[src/rtl/par_sample_pkg.sv]
package par_sample_pkg;

    localparam int SMP_W = 16;
    localparam int CH_W  = 2;

    typedef struct packed {
        logic [CH_W-1:0]  chan;
        logic [SMP_W-1:0] i;
        logic [SMP_W-1:0] q;
    } sample_t;

endpackage

[src/rtl/psp_clkgen.sv]
module psp_clkgen #(
    parameter int DIVW = 2,
    parameter int SYNC = 2
) (
    input  logic            clk,
    input  logic            rst_n,
    input  logic            master,
    input  logic [DIVW-1:0] div_exp,
    input  logic            pclk_in,
    output logic            pclk_out,
    output logic            rise_ev,
    output logic            fall_ev
);
    localparam int CNTW = (1 << DIVW) - 1;

    typedef struct packed {
        logic [CNTW-1:0] cnt;
        logic            pclk;
        logic [SYNC-1:0] sync;
        logic            prev;
    } st_t;

    st_t st_q, st_d;
    logic [CNTW-1:0] lim;
    logic            wrap;
    logic            ext_lvl;

    always_comb begin
        lim     = CNTW'((32'd1 << div_exp) - 32'd1);
        wrap    = (st_q.cnt >= lim);
        ext_lvl = st_q.sync[SYNC-1];
        st_d      = st_q;
        st_d.sync = {st_q.sync[SYNC-2:0], pclk_in};
        st_d.prev = ext_lvl;
        if (master) begin
            if (wrap) begin
                st_d.cnt  = '0;
                st_d.pclk = ~st_q.pclk;
            end else begin
                st_d.cnt = st_q.cnt + CNTW'(1);
            end
        end else begin
            st_d.cnt  = '0;
            st_d.pclk = 1'b0;
        end
        rise_ev  = master ? (wrap && !st_q.pclk) : (ext_lvl && !st_q.prev);
        fall_ev  = master ? (wrap && st_q.pclk)  : (!ext_lvl && st_q.prev);
        pclk_out = st_q.pclk;
    end

    always_ff @(posedge clk or negedge rst_n) begin
        if (!rst_n) st_q <= '0;
        else        st_q <= st_d;
    end

endmodule

[src/rtl/psp_srcmux.sv]
module psp_srcmux
    import par_sample_pkg::*;
#(
    parameter int NSRC = 6,
    parameter int SELW = 3
) (
    input  logic [SELW-1:0]       sel,
    input  logic [NSRC-1:0]       valid,
    input  logic [NSRC*SMP_W-1:0] i_bus,
    input  logic [NSRC*SMP_W-1:0] q_bus,
    input  logic [NSRC*CH_W-1:0]  ch_bus,
    output logic                  out_valid,
    output sample_t               out_smp
);
    sample_t cand [NSRC];

    for (genvar s = 0; s < NSRC; s++) begin : g_src
        assign cand[s].chan = ch_bus[s*CH_W +: CH_W];
        assign cand[s].i    = i_bus[s*SMP_W +: SMP_W];
        assign cand[s].q    = q_bus[s*SMP_W +: SMP_W];
    end

    always_comb begin
        out_valid = 1'b0;
        out_smp   = '0;
        for (int s = 0; s < NSRC; s++) begin
            if (sel == SELW'(s)) begin
                out_valid = valid[s];
                out_smp   = cand[s];
            end
        end
    end

endmodule

[src/rtl/psp_fifo.sv]
module psp_fifo
    import par_sample_pkg::*;
#(
    parameter int DEPTH = 4
) (
    input  logic    clk,
    input  logic    rst_n,
    input  logic    wr_en,
    input  sample_t wr_data,
    input  logic    rd_en,
    output sample_t rd_data,
    output logic    empty,
    output logic    ovf
);
    localparam int AW = (DEPTH > 1) ? $clog2(DEPTH) : 1;

    typedef struct packed {
        logic [AW-1:0] wp;
        logic [AW-1:0] rp;
        logic [AW:0]   cnt;
        logic          ovf;
    } st_t;

    st_t     st_q, st_d;
    sample_t mem [DEPTH];
    logic    full, do_wr, do_rd;

    always_comb begin
        full  = (st_q.cnt == (AW+1)'(DEPTH));
        empty = (st_q.cnt == '0);
        do_wr = wr_en && !full;
        do_rd = rd_en && !empty;
        st_d  = st_q;
        if (do_wr) st_d.wp = (st_q.wp == AW'(DEPTH-1)) ? '0 : st_q.wp + AW'(1);
        if (do_rd) st_d.rp = (st_q.rp == AW'(DEPTH-1)) ? '0 : st_q.rp + AW'(1);
        st_d.cnt = st_q.cnt + (AW+1)'(do_wr) - (AW+1)'(do_rd);
        if (wr_en && full) st_d.ovf = 1'b1;
        rd_data = mem[st_q.rp];
        ovf     = st_q.ovf;
    end

    always_ff @(posedge clk or negedge rst_n) begin
        if (!rst_n) st_q <= '0;
        else        st_q <= st_d;
    end

    always_ff @(posedge clk) begin
        if (do_wr) mem[st_q.wp] <= wr_data;
    end

endmodule

[src/rtl/psp_handshake.sv]
module psp_handshake
    import par_sample_pkg::*;
(
    input  logic             clk,
    input  logic             rst_n,
    input  logic             rise_ev,
    input  logic             fall_ev,
    input  logic             ack,
    input  logic             src_empty,
    input  sample_t          head,
    output logic             pop,
    output logic             req,
    output logic [SMP_W-1:0] data,
    output logic [CH_W-1:0]  chan,
    output logic             iq
);
    typedef struct packed {
        logic             req;
        logic             acc;
        logic             iq;
        logic [CH_W-1:0]  chan;
        logic [SMP_W-1:0] data;
        logic [SMP_W-1:0] held;
    } st_t;

    st_t  st_q, st_d;
    logic want_next;

    always_comb begin
        st_d      = st_q;
        pop       = 1'b0;
        want_next = 1'b0;
        if (fall_ev && st_q.req && ack) st_d.acc = 1'b1;
        if (rise_ev) begin
            if (st_q.req && st_q.acc) begin
                if (st_q.iq) begin
                    st_d.data = st_q.held;
                    st_d.iq   = 1'b0;
                    st_d.acc  = 1'b0;
                end else begin
                    want_next = 1'b1;
                end
            end else if (!st_q.req) begin
                want_next = 1'b1;
            end
        end
        if (want_next) begin
            st_d.acc = 1'b0;
            if (!src_empty) begin
                pop       = 1'b1;
                st_d.req  = 1'b1;
                st_d.iq   = 1'b1;
                st_d.chan = head.chan;
                st_d.data = head.i;
                st_d.held = head.q;
            end else begin
                st_d.req = 1'b0;
            end
        end
        req  = st_q.req;
        data = st_q.data;
        chan = st_q.chan;
        iq   = st_q.iq;
    end

    always_ff @(posedge clk or negedge rst_n) begin
        if (!rst_n) st_q <= '0;
        else        st_q <= st_d;
    end

endmodule

[src/rtl/par_sample_port.sv]
module par_sample_port
    import par_sample_pkg::*;
#(
    parameter int NSRC  = 6,
    parameter int DEPTH = 4,
    parameter int DIVW  = 2,
    parameter int SYNC  = 2,
    localparam int SELW = $clog2(NSRC + 1)
) (
    input  logic                  clk,
    input  logic                  rst_n,
    input  logic [SELW-1:0]       src_sel,
    input  logic [NSRC-1:0]       src_valid,
    input  logic [NSRC*SMP_W-1:0] src_i,
    input  logic [NSRC*SMP_W-1:0] src_q,
    input  logic [NSRC*CH_W-1:0]  src_chan,
    input  logic                  clk_master,
    input  logic [DIVW-1:0]       clk_div,
    input  logic                  pclk_in,
    output logic                  pclk_out,
    output logic                  port_req,
    input  logic                  port_ack,
    output logic [SMP_W-1:0]      port_data,
    output logic [CH_W-1:0]       port_chan,
    output logic                  port_iq,
    output logic                  ovf_flag
);
    logic    mux_valid, rise_ev, fall_ev, buf_empty, pop;
    sample_t mux_smp, head;

    psp_srcmux #(.NSRC(NSRC), .SELW(SELW)) u_mux (
        .sel(src_sel), .valid(src_valid), .i_bus(src_i), .q_bus(src_q),
        .ch_bus(src_chan), .out_valid(mux_valid), .out_smp(mux_smp)
    );

    psp_fifo #(.DEPTH(DEPTH)) u_buf (
        .clk(clk), .rst_n(rst_n), .wr_en(mux_valid), .wr_data(mux_smp),
        .rd_en(pop), .rd_data(head), .empty(buf_empty), .ovf(ovf_flag)
    );

    psp_clkgen #(.DIVW(DIVW), .SYNC(SYNC)) u_clk (
        .clk(clk), .rst_n(rst_n), .master(clk_master), .div_exp(clk_div),
        .pclk_in(pclk_in), .pclk_out(pclk_out), .rise_ev(rise_ev), .fall_ev(fall_ev)
    );

    psp_handshake u_hs (
        .clk(clk), .rst_n(rst_n), .rise_ev(rise_ev), .fall_ev(fall_ev),
        .ack(port_ack), .src_empty(buf_empty), .head(head), .pop(pop),
        .req(port_req), .data(port_data), .chan(port_chan), .iq(port_iq)
    );

endmodule

[config.mk]
export PLATFORM = sky130hd
export DESIGN_NAME = par_sample_port
export DESIGN_NICKNAME = d
export VERILOG_FILES = /design/src/rtl/par_sample_pkg.sv /design/src/rtl/psp_clkgen.sv /design/src/rtl/psp_srcmux.sv /design/src/rtl/psp_fifo.sv /design/src/rtl/psp_handshake.sv /design/src/rtl/par_sample_port.sv
export SDC_FILE = /design/constraint.sdc
export NUM_CORES = 1
export LEC_CHECK = 0
export ABC_AREA = 1
export BUFFER_PORTS_ARGS = -buffer_cell sky130_fd_sc_hd__buf_2
export CAP_MARGIN = 20
export CORE_MARGIN = 1.5
export CORE_UTILIZATION = 54
export CTS_CLUSTER_DIAMETER = 80
export DETAILED_ROUTE_END_ITERATION = 8
export HOLD_SLACK_MARGIN = 0.05
export PLACE_DENSITY = 0.81
export SLEW_MARGIN = 20
export SYNTH_ARGS = -nofsm -noshare
export SYNTH_HDL_FRONTEND = slang
export SYNTH_SLANG_ARGS = --single-unit
[constraint.sdc]
create_clock -name clk -period 6.2 [get_ports clk]
set_input_delay 1.24 -clock clk [delete_from_list [all_inputs] [get_ports clk]]
set_output_delay 1.24 -clock clk [all_outputs]
set_load 0.005 [all_outputs]
==> run metrics <==
post-route antenna net violation count 0; Slew headroom 32.2%; total number of yosys warnings 0; Global Route Usage Sum 27.5%; # IOs 242; Inst Count DP 1475; CTS max path bufs 2; hold-fix buffer count after cts 0; Die Span X 135 um; die area 18300 um2; Cell Area, Synth 9430 um2; setup ws final 2.36 ns; fin nets 1501; Resized Gates After CTS 0; Reg power frac 42.1%; PwrDens 388 nW/um2; Clock power frac 22.8%; Sw Pwr 1620 uW; Starting Density 54.9%; GPL Wtd Cong 0.877; VDD IR max 0.267 mV; Synth cell types 33; Synth area leader edfxtp_1; initial antenna violation count 0; DRC viols 0; Syn Nets 1306; CTS H-tree depth 4; hold_ws 0.366 ns; CTS sink cnt 188; Crit path arrival time 4.20 ns; vias post-DR 8185; CP max FO 35; WL final 24200 um; ranking of synthesized cells by area edfxtp_1 43%, nand2_1 15%, dfrtp_1 14%, nor2_1 5.1%, o21ai_0 4.6%; register area 5390 um2; Finish-stage setup viols 0; maxcap violations 0; core region area 17200 um2; Synth top area share 43.3%; Worst setup SP type input port; register area share after synthesis 57.1%; Cells after Synth 1074; proportion of layout cells with a drive suffix above 1 23.6%; cts bufs inserted 17; dpl hpwl 16700 um; Post-CTS Setup Bufs 0; hold crit path type flop to flop; largest net degree at the start of global routing 72; Final Max Tran Viols 0; Fmax 0.260 GHz; Mean Syn Cell Area 8.78 um2; most common cell after layout, fill and taps aside nand2_1; global-route wire length before repair 38800 um; Critical Path RT 6.56 ns; period utilization 62.0%; final cell count without fillers 1507; pre-CTS setup slack 1.94 ns; worst-skew pair later-pin latency 0.43 ns; WL per Instance 16.1 um; min cycle time layout 3.84 ns; fillers 1393; TritonCTS clock tree built; Design Power 4340 uW; RSZ-0062 raised after global routing false; switching share of power 37.3%; Multi-input gate area 3510 um2; most frequent cells in the layout 370 x nand2_1, 241 x buf_2, 136 x edfxtp_1; number of global-route vias before repair 7754; Worst Tran Pin Value 1.02 ns; leakage power 0.00496 uW; Cell Int Power 2720 uW; clk_skew 0.00900 ns; count of buffers from port buffering 241; setup_tns 0 ns; Worst-path clk slew 0.06 ns; Vias/cell 5.43; clock root buffer clkbuf_16; drt initial violations 792; Yosys reg bits 188; Die H 135 um; row cnt 48; final hold violation count 0; area added between synthesis and finish 18.6%; Comb pwr share 35.1%; Setup CP Type input port to flop; router iterations before antenna repair 6; ant diodes 0; run status complete, no violations; nature of the critical path endpoint flop; total gr overflow 0
-- cells in the mapped netlist (all sizes together) --
library cell and instances:
nand3 34, xor2 1, edfxtp 136, nor3 5, inv 45, o21ai 88
xnor2 2, ha 11, buf 45, a21oi 44, o31ai 1, nand2 373
a21o 1, or2 1, a221oi 8, nor2 130, clkbuf 34, fa 1
o22ai 18, nand4 44, dfrtp 52
-- cell type report --
type | count | area share (%)
clock buffer | 18 | 3.84
clock inverter | 14 | 0.906
inverter | 45 | 1.51
multi-input combinational | 762 | 31.3
sequential | 188 | 48.2
tap | 225 | 2.52
timing repair buffer | 255 | 11.7
-- state kept, by name, indices dropped and copies added, names as in the netlist --
name            cells
u_hs.st_q          17
u_buf.mem         136
u_hs.data          16
u_hs.chan           2
u_clk.pclk_out      1
u_hs.iq             1
u_clk.st_q          4
u_buf.st_q          7
u_buf.ovf           1
u_hs.req            1
u_clk.st_d          1
u_clk.ext_lvl       1
-- metal layers --
layer	up-vias	part of all wire (%)	GRT usage [%]
met1	3760	42	37.4
met5	-	0	0
met2	401	48	45.7
li1	3990	-	-
met4	0	1.5	8.42
met3	34	8.1	4.53
-- worst paths after layout --
kind,start,endpoint,slack (ns),cells past startpoint
worst max-delay path,clk_div[1],u_buf.st_q[3],2.36,15
worst max register to register,u_buf.st_q[4],u_hs.data[10],2.92,7
min in group asynchronous,rst_n,u_hs.st_q[14],0.94,2
worst min-delay path,u_clk.st_d[2],u_clk.ext_lvl,0.37,0
max in group asynchronous,rst_n,u_buf.st_q[4],4.79,2
worst min register to register,u_clk.st_d[2],u_clk.ext_lvl,0.37,0
-- stage by stage --
step,util [%],instance area [um2]
after floorplan,-,9430
after global routing,65.1,11200
after detailed placement,62.0,10700
final,65.1,11200
after CTS,65.1,11200
after global placement,62.0,10700
-- critical path: stages --
cell and delay [ns]:
buf_2 0.11, or2_2 0.29, ha_1 0.28, nand3_1 0.13
nand3_2 0.12, nand3_4 0.21, nand2_4 0.29, nand2_2 0.22
nor2_4 0.05, ha_1 0.28, inv_1 0.03, ha_1 0.21
fa_1 0.40, xnor2_1 0.18, xor2_1 0.16
-- cells by family (layout without fill, tap and decap cells) --
logic type / count (synthesis) / after routing / share of synthesized area (%)
buf+inv: 124 / 332 / 6.10
flops: 188 / 188 / 57.1
simple gates: 587 / 587 / 25.7
compound gates: 160 / 160 / 9.14
fa+ha+maj: 12 / 12 / 1.67
xor+xnor: 3 / 3 / 0.279
-- power groups by stage --
stage               Combinational, uW  Sequential, uW  Clock (uW)
detailed placement               1510            1850           0
global route                     1730            1850        1050
floorplan                        1150            1790           0
finish                           1520            1830         988
CTS                              1520            1820         998
global placement                 1470            1840           0
No activity file was read; power rests on OpenSTA's default activity.
